==> src/rtl/banked_regfile.sv <==
module banked_regfile #(
  parameter int DW        = 8,
  parameter int GPR_FIRST = 12,
  parameter int GPR_LAST  = 79,
  parameter int STAT_OFF  = 3,
  parameter int PTR_OFF   = 4,
  parameter int BANK_BIT  = 5,
  parameter logic [15:0] SHARED_MASK = 16'h0C1C,
  parameter logic [15:0] HOLE_MASK   = 16'h0081
) (
  input  logic          clk,
  input  logic          rst_n,
  input  logic [6:0]    dir_addr,
  input  logic          ind_sel,
  input  logic          wr_en,
  input  logic [DW-1:0] wr_data,
  output logic [DW-1:0] rd_data
);
  localparam int GPR_DEPTH = GPR_LAST - GPR_FIRST + 1;
  localparam logic [6:0] G_LO = 7'(GPR_FIRST);
  localparam logic [6:0] G_HI = 7'(GPR_LAST);
  localparam int SFR_SLOTS = 32;

  logic [DW-1:0] sfr [SFR_SLOTS];
  logic [DW-1:0] gpr [GPR_DEPTH];

  logic [DW-1:0] stat, ptr;
  assign stat = sfr[STAT_OFF];
  assign ptr  = sfr[PTR_OFF];

  logic       ind_acc, bk, null_hit, in_sfr, is_shared, is_gpr, is_reg, hole_hit;
  logic [7:0] eff;
  logic [6:0] off, gidx;
  logic [4:0] sidx;

  assign ind_acc   = ind_sel || (dir_addr == 7'd0);
  assign eff       = ind_acc ? ptr[7:0] : {stat[BANK_BIT], dir_addr};
  assign off       = eff[6:0];
  assign bk        = eff[7];
  assign null_hit  = ind_acc && (off == 7'd0);
  assign in_sfr    = off < G_LO;
  assign is_shared = in_sfr && SHARED_MASK[off[3:0]];
  assign is_gpr    = (off >= G_LO) && (off <= G_HI);
  assign is_reg    = in_sfr && !HOLE_MASK[off[3:0]];
  assign hole_hit  = !null_hit && !is_gpr && !is_reg;
  assign gidx      = off - G_LO;
  assign sidx      = {bk & ~is_shared, off[3:0]};

  always_comb begin
    rd_data = '0;
    if (!null_hit) begin
      if (is_gpr)      rd_data = gpr[gidx];
      else if (is_reg) rd_data = sfr[sidx];
    end
  end

  always_ff @(posedge clk or negedge rst_n) begin
    if (!rst_n) begin
      for (int i = 0; i < SFR_SLOTS; i++) sfr[i] <= '0;
    end else if (wr_en && !null_hit && is_reg) begin
      sfr[sidx] <= wr_data;
    end
  end

  always_ff @(posedge clk) begin
    if (wr_en && !null_hit && is_gpr) gpr[gidx] <= wr_data;
  end

  AST_NULL_NO_WRITE: assert property (@(posedge clk) disable iff (!rst_n)
    (wr_en && null_hit) |=> ($stable(stat) && $stable(ptr))) else $error("null write");
  AST_NULL_READ_ZERO: assert property (@(posedge clk) disable iff (!rst_n)
    null_hit |-> (rd_data == '0)) else $error("null read");
  AST_HOLE_READ_ZERO: assert property (@(posedge clk) disable iff (!rst_n)
    hole_hit |-> (rd_data == '0)) else $error("hole read");
  AST_HOLE_NO_WRITE: assert property (@(posedge clk) disable iff (!rst_n)
    (wr_en && hole_hit) |=> ($stable(stat) && $stable(ptr))) else $error("hole write");
  AST_BANK_FOLLOWS: assert property (@(posedge clk) disable iff (!rst_n)
    (wr_en && !null_hit && is_reg && off == 7'(STAT_OFF)) |=> (stat[BANK_BIT] == $past(wr_data[BANK_BIT])))
    else $error("bank bit");
  AST_PTR_LOAD: assert property (@(posedge clk) disable iff (!rst_n)
    (wr_en && !null_hit && is_reg && off == 7'(PTR_OFF)) |=> (ptr == $past(wr_data)))
    else $error("pointer load");
  AST_RESET_CLEAR: assert property (@(posedge clk)
    !rst_n |-> (stat == '0 && ptr == '0)) else $error("reset");
endmodule

==> config.mk <==
export PLATFORM = sky130hd
export DESIGN_NAME = banked_regfile
export DESIGN_NICKNAME = d
export VERILOG_FILES = /design/src/rtl/banked_regfile.sv
export SDC_FILE = /design/constraint.sdc
export NUM_CORES = 1
export LEC_CHECK = 0
export ABC_AREA = 1
export BUFFER_PORTS_ARGS = -buffer_cell sky130_fd_sc_hd__buf_2
export CORE_UTILIZATION = 50
export CTS_BUF_LIST = sky130_fd_sc_hd__clkbuf_8 sky130_fd_sc_hd__clkbuf_16
export CTS_CLUSTER_DIAMETER = 120
export CTS_CLUSTER_SIZE = 8
export DETAILED_ROUTE_END_ITERATION = 8
export PLACE_DENSITY = 0.63
export SLEW_MARGIN = 20
export SYNTH_ARGS = -nofsm -noshare
export SYNTH_HDL_FRONTEND = slang
export SYNTH_SLANG_ARGS = --single-unit
==> constraint.sdc <==
create_clock -name clk -period 7.3 [get_ports clk]
set_input_delay 0.365 -clock clk [delete_from_list [all_inputs] [get_ports clk]]
set_output_delay 0.365 -clock clk [all_outputs]
set_load 0.02 [all_outputs]
# Yosys cells after proc, flatten, opt, wreduce, memory -nomap -nowiden
# Memory sizes are Yosys's and may differ from the RTL's.
# Cells that the tools add are included.
dict set report totals {
  register_bits 256
  ramBits 544
  romBits 32
  input_bits 19
  output_inout_bits 8
  wordCells 72
  memories 3
}
# memory words word_bits rd rd_ports_with_merged_regs write_ports line
set memory_table {}
lappend memory_table {gpr 68 8 1 0 1 25} ;# logic [DW-1:0] gpr [GPR_DEPTH];
lappend memory_table {{(name not given)} 16 1 1 0 0 44} ;# assign is_reg = in_sfr && !HOLE_MASK[off[3:0]];
lappend memory_table {{(name not given)} 16 1 1 0 0 42} ;# assign is_shared = in_sfr && SHARED_MASK[off[3:0]];
dict set report op_classes {
  add_sub_neg 1
  n_lt_le_gt_ge 6
  mux 14
  n_bitwise 3
  n_reduce_logical 13
}
# cell n
set op_table {}
lappend op_table {{bitwise mux 256 bit} 1}
lappend op_table {{two-way mux 8 bit} 7}
lappend op_table {{binary-select mux 8 bit (select 5 bit)} 1}
lappend op_table {{demux 8 bit (select 5 bit)} 1}
lappend op_table {{logical NOT 7 bit} 2}
lappend op_table {{logical AND 1 bit} 8}
lappend op_table {{greater-or-equal comparator 7 x 4 -> 1 bit (second input constant)} 1}
lappend op_table {{less-or-equal comparator 7 bit (second input constant)} 1}
lappend op_table {{less-than comparator 7 x 4 -> 1 bit (second input constant)} 1}
lappend op_table {{subtractor 7 x 4 -> 7 bit (second input constant)} 1}
lappend op_table {{greater-or-equal comparator 6 bit (second input constant)} 1}
lappend op_table {{less-than comparator 6 x 1 -> 1 bit (second input constant)} 1}
lappend op_table {{NOT 5 -> 6 bit} 1}
lappend op_table {{less-than comparator 4 x 5 -> 1 bit (second input constant)} 1}
lappend op_table {{two-way mux 1 bit} 4}
lappend op_table {{logical NOT 1 bit} 2}
lappend op_table {{bitwise AND 1 bit} 1}
lappend op_table {{logical OR 1 bit} 1}
lappend op_table {{NOT 1 bit} 1}

# Longest topological paths before layout
# Gate-level depths: netlist (run 1).
dict set report logic_depth {
  ltp_word 15
  mapped_depth 21
  depth_no_buf 19
}

# Least setup slack after synthesis (run 1)
# OpenSTA, ideal clock, no wires.
dict set report synth_path {
  kind {input to register}
  start {in dir_addr[5]}
  end {mem gpr[1][0] (enable)}
  setup_time_ps 371
  arrival_time_ps 3473
  t_required_ps 6929
  slack_ps 3457
  stages 15
  path_buffers 4
  cell_sequence {nor2_1 nand2_1 o21ai_2 buf_4 nand2_1 o21ai_2 clkbuf_1 clkbuf_1 ha_1 inv_1 xor2_1 nor2_1 clkbuf_1 nand2_1 nor2_1}
}
dict set report synth_via {
  elab_chain_len 10
  word_cells_on_any_way 14
  classes_between {1 x add/sub; 2 x order compare; 3 x mux; 8 x reduce/logical}
}
# item line
set synth_rtl {}
lappend synth_rtl {{start: declaration} 13} ;# input logic [6:0] dir_addr,
lappend synth_rtl {{branches (longest 10 deep; another with greater-or-equal comparator 7 x 4 -> 1 bit)} n/a}
lappend synth_rtl {{end: declaration} 25}
# Several ways; the timed one is not identified.

# Worst setup path after layout (run 1)
dict set report layout_path {
  start {in dir_addr[0]}
  end {out rd_data[2]}
}
dict set report layout_via {
  elab_chain_len 15
  word_cells_on_any_way 27
  classes_between {1 x add/sub; 3 x order compare; 9 x mux; 3 x bitwise; 8 x reduce/logical; 3 x memory}
}
# item line
set layout_rtl {}
lappend layout_rtl {{logical NOT 7 bit} 36} ;# assign ind_acc = ind_sel || (dir_addr == 7'd0);
lappend layout_rtl {{logical OR 1 bit} 36}
lappend layout_rtl {{two-way mux 8 bit} 37} ;# assign eff = ind_acc ? ptr[7:0] : {stat[BANK_BIT], dir_addr};
lappend layout_rtl {{memory (16 x 1 bit)} n/a}
lappend layout_rtl {{two-way mux 1 bit (implied by the code)} 42}
lappend layout_rtl {{logical AND 1 bit} 42}
lappend layout_rtl {{NOT 1 bit} 47} ;# assign sidx = {bk & ~is_shared, off[3:0]};
lappend layout_rtl {{bitwise AND 1 bit} 47}
lappend layout_rtl {{NOT 5 -> 6 bit (implied by the code)} 53} ;# else if (is_reg) rd_data = sfr[sidx];
lappend layout_rtl {{binary-select mux 8 bit (select 5 bit)} 53}
lappend layout_rtl {{two-way mux 8 bit (implied by the code) (2 in a row)} 53}
lappend layout_rtl {{two-way mux 8 bit} 53}
lappend layout_rtl {{two-way mux 8 bit} 52} ;# if (is_gpr) rd_data = gpr[gidx];
lappend layout_rtl {{two-way mux 8 bit (*)} 51} ;# if (!null_hit) begin
lappend layout_rtl {{end: declaration} 17} ;# output logic [DW-1:0] rd_data
# Every way passes the cells marked *; elsewhere a longest branch is shown, timed or not. The select of a mux whose other input is x is not followed.

==> results of run 1 <==
==> cells in the mapped netlist <==
library cell / number
nor3_4: 1
nor2_2: 1
o22ai_1: 16
nor3_1: 4
o21ai_2: 3
clkinv_1: 1
edfxtp_1: 544
buf_2: 43
nor2_1: 122
a21oi_1: 9
ha_1: 2
nor2b_1: 1
xor2_1: 3
inv_2: 6
nor4_2: 1
dfrtp_1: 256
nand2_1: 1545
o21ai_0: 296
nand2_2: 2
nand3_1: 318
inv_1: 627
xnor2_1: 1
buf_1: 15
nor3_2: 1
buf_4: 1
nand3_2: 2
clkbuf_1: 272
o21ai_1: 9
==> worst max-delay path by stage <==
stage | startpoint | end | slack, ns | cells after the start
final | dir_addr[0] | rd_data[2] | 2.34 | 15
after global routing | dir_addr[0] | gpr[27][4]$_DFFE_PP_ | 2.14 | 13
after CTS | dir_addr[0] | rd_data[5] | 2.42 | 15
after detailed placement | dir_addr[0] | gpr[35][4]$_DFFE_PP_ | 1.85 | 13
after global placement | dir_addr[5] | gpr[35][0]$_DFFE_PP_ | 1.88 | 13
after floorplan | dir_addr[5] | gpr[1][0]$_DFFE_PP_ | 3.46 | 15
==> per-stage QoR <==
| step | hold slack [ns] | setup WS (ns) |
|---|---|---|
| 3_5_place_dp | 0.366 | 1.85 |
| 2_1_floorplan | 0.0694 | 3.46 |
| 6_report | 0.155 | 2.34 |
| 3_3_place_gp | 0.365 | 1.88 |
| 5_1_grt | 0.159 | 2.14 |
| 4_1_cts | 0.146 | 2.42 |
==> cell type report <==
| type | instances | area, um2 |
|---|---|---|
| Fill cell | 6313 | 32000 |
| Inverter | 634 | 2390 |
| Antenna cell | 1 | 2.50 |
| Clock buffer | 112 | 2800 |
| Multi-Input combinational cell | 2337 | 9750 |
| Tap cell | 950 | 1190 |
| Sequential cell | 800 | 22700 |
| Clock inverter | 24 | 124 |
| Timing Repair Buffer | 68 | 508 |
==> per-layer routing <==
layer | wire, um | share of wire [%]
met3 | 6950 | 7.6
met2 | 41600 | 45
met1 | 41100 | 45
met5 | 0 | 0
met4 | 1980 | 2.2
==> state kept, by name (all words and copies together) (netlist names) <==
| signal | cells |
|---|---|
| gpr | 544 |
| sfr | 240 |
| ptr | 8 |
| stat | 8 |
==> kinds of logic (layout without fill, tap and decap cells) <==
family	after synthesis	in the layout	share of synthesized area (%)
and+or+nand+nor	1998	1998	22.0
buffers and inverters	965	838	10.2
DFF	800	800	62.9
AOI/OAI and AO/OA	333	333	4.70
xor gates and xnor gates	4	4	0.0970
adders and majority gates	2	2	0.0692
other	0	1	0
==> cell usage in the layout (no fill, tap or decap), drive strengths merged <==
cell type    count
clkinv           3
nor2           123
dfrtp          256
nand2         1547
xnor2            1
clkbuf         112
ha               2
dlygate4sd3      1
inv            655
xor2             3
nor3             6
buf             67
nor4             1
nand3          320
nor2b            1
edfxtp         544
a21oi            9
diode            1
o22ai           16
o21ai          308
==> worst max-delay path, cell delays in order <==
cell     delay (ns)
buf_2          0.12
nor2_1         0.10
nand2_1        0.07
o21ai_2        0.52
nand2_1        0.20
o21ai_4        0.15
buf_4          0.59
nand2_1        0.16
nand2_1        0.10
xnor2_1        0.18
nor2b_1        0.91
o21ai_0        0.46
nand3_1        0.28
a21oi_1        0.16
buf_2          0.19
==> timing repair <==
| item | in CTS | in global routing |
|---|---|---|
| hold endpoints to repair | 116 | 0 |
| hold buffers | 1 | 0 |
| setup endpoints to repair | 0 | 0 |
==> power groups by stage <==
| stage | combinational [mW] | sequential [mW] | clock [mW] |
|---|---|---|---|
| after floorplan | 1.22 | 5.10 | 0 |
| after global placement | 1.87 | 5.11 | 0 |
| after detailed placement | 1.88 | 5.12 | 0 |
| after CTS | 1.89 | 5.03 | 4.53 |
| after global routing | 2.11 | 5.04 | 4.71 |
| final | 1.90 | 5.04 | 4.47 |
==> flow_metrics.py, run 1 <==
metrics = {
    "sta": {
        "hold_violations": 0,
        "final_max_slew_viol_count": 0,
        "tns_ns": 0,
        "finalCritPeriodShare_pct": 67.9,
        "finalCriticalPeriod_ns": 4.96,
        "rsz0062_at_grt": "false",
        "slew_headroom_pct": 26.0,
        "fmax_mhz": 202,
        "clock_skew_ns": 0.0308,
        "tightest_slew_ns": 1.11,
        "setup-violations-final": 0,
    },
    "synthesis": {
        "synthCells": 4102,
        "yosys_warnings": 0,
        "synth_seq_cells": 800,
        "synth.distinct_cells": 28,
        "seq_area_frac_synth_pct": 62.9,
        "netlist_area_um2": 36100,
        "ys_top_cells_by_area": "edfxtp_1 45%, dfrtp_1 18%, nand2_1 16%",
        "synth_top_area_share_pct": 45.2,
        "syn_avg_cell_area_um2": 8.81,
        "yosysTopAreaCell": "edfxtp_1",
        "synth_fp_nets": 4123,
    },
    "placed_design": {
        "portBuffers": 26,
        "dp_hpwl_um": 53600,
        "dpl_cell_area_um2": 36600,
        "gp_congestion": 0.889,
        "dp_cells": 4788,
    },
    "global_route": {
        "top_usage_layer": "met2",
        "grt-ovfl-total": 0,
        "met3_usage_pct": 4.30,
        "grt_use_met2_pct": 38.6,
        "grt_max_degree": 147,
        "grt_pass1_wl_um": 142000,
        "grt_usage_pct": 25.3,
        "grt_pass1_vias": 24100,
        "grt_util_met1_pct": 37.0,
        "antenna_found_initial": 1,
    },
    "detailed_routing": {
        "wl_per_cell_um": 18.6,
        "firstDrtPassIters": 6,
        "drcViolationCount": 0,
        "vias": 25200,
        "wl_um": 91600,
        "drt_iter0_markers": 2567,
        "ant_nets": 0,
        "drt-vias-per-instance": 5.12,
    },
    "clocking": {
        "numCtsBuffers": 109,
        "cts_tree": "yes",
        "cts_root_buf": "clkbuf_16",
        "clk_pin_slew_ns": 0.05,
        "clock_latency_ns": 0.67,
        "cts.path.max_buffers": 3,
        "h-tree-depth": 3,
        "post-cts-setup-buffer-count": 0,
        "cts.sinks": 800,
        "cts_resized": 0,
    },
    "pwr": {
        "power.share.clock_pct": 39.2,
        "total_switching_power_mw": 3.25,
        "internal-power_mw": 8.16,
        "switching_share_pct": 28.5,
        "p_per_area_nw_per_um2": 289,
        "p_leak_nw": 17.8,
        "power.total_mw": 11.4,
        "p_seq_share_pct": 44.1,
        "ir_drop_uv": 149,
        "combPwrFrac_pct": 16.7,
    },
    "critical_path": {
        "cp.required_ns": 6.93,
        "cp.arrival_ns": 4.59,
        "critical_path_class": "in2out",
        "crit_path_end_kind": "output pin",
        "r2r-end": "gpr[27][5]$_DFFE_PP_",
        "start_kind": "input port",
        "timing.rr.start": "ptr[1]$_DFFE_PN0P_",
        "reg2reg_depth": 9,
        "crit_fanout": 52,
        "rrSetupSlack_ns": 2.72,
    },
    "die": {
        "die_w_um": 271,
        "dieArea_um2": 73300,
        "coreArea_um2": 71500,
        "dieHeight_um": 271,
        "rows": 98,
        "initial_core_util_pct": 50.5,
        "num_io_pins": 27,
    },
    "status": {
        "status": "finished, final reports clean",
    },
    "final_layout": {
        "instances_no_fill": 4926,
        "final_area_um2": 39500,
        "area_delta_synth_final_pct": 9.34,
        "final_nets": 3971,
        "drive_gt1_share_pct": 5.08,
        "final_util_pct": 55.3,
    },
    "hold_path": {
        "min_path_cells": 1,
        "hold_class": "in2reg",
        "hold-path-endpoint": "gpr[56][4]$_DFFE_PP_",
        "hp-start": "wr_data[4]",
    },
    "run": {
        "cap_violations": 0,
    },
}
Note: power is estimated with default switching activity, not from simulation.
==> run 2: changes to the inputs <==
Clock period 7.3 ns to 4.8 ns, I/O delays scaled along.
==> run 2 against run 1 <==
Net effect: non-clock buffer count rose by 82; via count rose by 2.2%; register-to-register slack got worse by 1.4 ns; cell count rose by 1.7%; combinational power rose by 57%; flip-flop and latch count did not move; first-iteration DRC count rose by 12%; core utilization rose by 0.88 points; critical path type unchanged.
==> flow_metrics.py, run 2 (same netlist as run 1, synthesis figures left out) <==
metrics = {
    "status": {
        "status": "finished, final reports clean",
    },
    "final_layout": {
        "final_common_cell": "nand2_1",
        "area_delta_synth_final_pct": 11.1,
        "multi_input_area_um2": 9750,
        "final_cell_mix": "1543 x nand2_1, 648 x inv_1, 544 x edfxtp_1, 318 x nand3_1, 296 x o21ai_0",
        "regMostFlops": "gpr",
        "drive_gt1_share_pct": 7.00,
        "instances_no_fill": 5009,
        "n_fill_cell": 6283,
        "largest_reg_flops": 544,
        "largestRegisters": "gpr: 544 flops, sfr: 240 flops",
        "final_nets": 4053,
        "seq_area_um2": 22700,
        "final_area_um2": 40100,
    },
    "placed_design": {
        "dp_cells": 4870,
        "portBuffers": 26,
        "dpl_cell_area_um2": 37200,
        "place_ws_ns": 0.620,
        "gp_congestion": 0.950,
        "dp_hpwl_um": 56700,
    },
    "sta": {
        "worst_slack_ns": 0.585,
        "rsz0062_at_grt": "false",
        "finalCriticalPeriod_ns": 4.21,
        "final_max_slew_viol_count": 0,
        "finalCritPeriodShare_pct": 87.8,
        "slew_headroom_pct": 33.3,
        "tightest_slew_ns": 0.999,
        "setup-violations-final": 0,
        "whs_ns": 0.0734,
        "fmax_mhz": 237,
        "clock_skew_ns": 0.0164,
        "tns_ns": 0,
        "hold_violations": 0,
    },
    "pwr": {
        "power.share.clock_pct": 38.8,
        "internal-power_mw": 12.4,
        "ir_drop_uv": 210,
        "p_per_area_nw_per_um2": 433,
        "switching_share_pct": 28.7,
        "combPwrFrac_pct": 17.1,
        "p_leak_nw": 18.2,
        "p_seq_share_pct": 44.1,
        "total_switching_power_mw": 4.99,
    },
    "critical_path": {
        "critPathBufInv": 4,
        "path_common_cell": "nand2_1",
        "crit_path_end_kind": "output pin",
        "crit_chain": "buf_2, nor2_1, nand2_1, o21ai_2, nand2_1, o21ai_4, ha_1, inv_1, xor2_1, nor2_1, buf_4, nand3_1, nand2_1, o21ai_0, nand3_1, a21oi_1, buf_2",
        "critical_path_class": "in2out",
        "start_kind": "input port",
        "cpMaxStageDelayCell": "o21ai_2",
        "rrSetupSlack_ns": 1.33,
        "cp.arrival_ns": 3.97,
        "crit_fanout": 23,
        "cp.required_ns": 4.56,
        "cp_top_family": "compound AO/OA/AOI/OAI gates",
        "max_stage_delay_ns": 0.55,
    },
    "clocking": {
        "cts.path.max_buffers": 3,
        "clk_pin_slew_ns": 0.05,
        "clock_latency_ns": 0.67,
        "post-cts-setup-buffer-count": 0,
        "cts.sinks": 800,
        "numCtsBuffers": 109,
        "cts_root_buf": "clkbuf_16",
        "cts_tree": "yes",
        "h-tree-depth": 3,
    },
    "detailed_routing": {
        "drt-vias-per-instance": 5.15,
        "vias": 25800,
        "firstDrtPassIters": 7,
        "wl_per_cell_um": 18.6,
        "drcViolationCount": 0,
        "wl_um": 93300,
        "drt_iter0_markers": 2881,
        "ant_nets": 0,
    },
    "die": {
        "dieHeight_um": 271,
        "dieArea_um2": 73300,
        "die_w_um": 271,
        "initial_core_util_pct": 50.5,
        "coreArea_um2": 71500,
        "rows": 98,
        "num_io_pins": 27,
    },
    "global_route": {
        "grt_usage_pct": 25.8,
        "grt-ovfl-total": 0,
        "grt_max_degree": 113,
        "grt_pass1_wl_um": 145000,
        "grt_pass1_vias": 24600,
        "antenna_found_initial": 1,
    },
    "run": {
        "cap_violations": 0,
    },
    "hold_path": {
        "hold_class": "in2reg",
    },
}
[run 2: final timing paths]
check	start	to	depth (start not counted)
min in group asynchronous	rst_n	sfr[146]$_DFFE_PN0P_	2
max reg2reg	ptr[0]$_DFFE_PN0P_	sfr[185]$_DFFE_PN0P_	15
min	wr_data[4]	gpr[32][4]$_DFFE_PP_	1
min reg2reg	sfr[141]$_DFFE_PN0P_	sfr[141]$_DFFE_PN0P_	0
max in group asynchronous	rst_n	sfr[98]$_DFFE_PN0P_	3
max	dir_addr[5]	rd_data[4]	17
[run 2: metal layers]
layer | part of all wire [%] | global-route usage, %
met1 | 45 | 37.8
met2 | 45 | 38.7
met3 | 7.6 | 4.38
met4 | 2.8 | 8.86
met5 | 0 | 0
[run 2: cell type report]
| type | count | area share [%] |
|---|---|---|
| flip-flops and latches | 800 | 56.7 |
| well taps | 950 | 2.96 |
| clock inverters | 28 | 0.449 |
| clock buffers | 109 | 6.80 |
| diodes | 1 | 0.00623 |
| multi-input cells | 2337 | 24.3 |
| inverters | 634 | 5.94 |
| repair buffers | 150 | 2.89 |
[run 2: repair_timing]
action	4_1_cts	5_1_grt
endpoints found under the hold margin	93	0
resized for setup	0	0
hold buffers	1	0
[run 2: per-stage QoR]
| stage | power [mW] | utilization (%) |
|---|---|---|
| 6_report | 17.4 | 56.1 |
| 5_1_grt | 18.1 | 56.1 |
| 4_1_cts | 17.5 | 56.1 |
| 3_5_place_dp | 10.7 | 52.1 |
| 3_3_place_gp | 10.7 | 52.1 |
| 2_1_floorplan | 9.61 | - |
[run 2: power groups by stage]
stage / clock network [mW] / logic, mW / registers (mW)
after CTS: 6.85 / 2.96 / 7.66
final: 6.73 / 2.98 / 7.66
after global routing: 7.12 / 3.30 / 7.67
after detailed placement: 0 / 2.94 / 7.78
after global placement: 0 / 2.94 / 7.78
after floorplan: 0 / 1.85 / 7.76
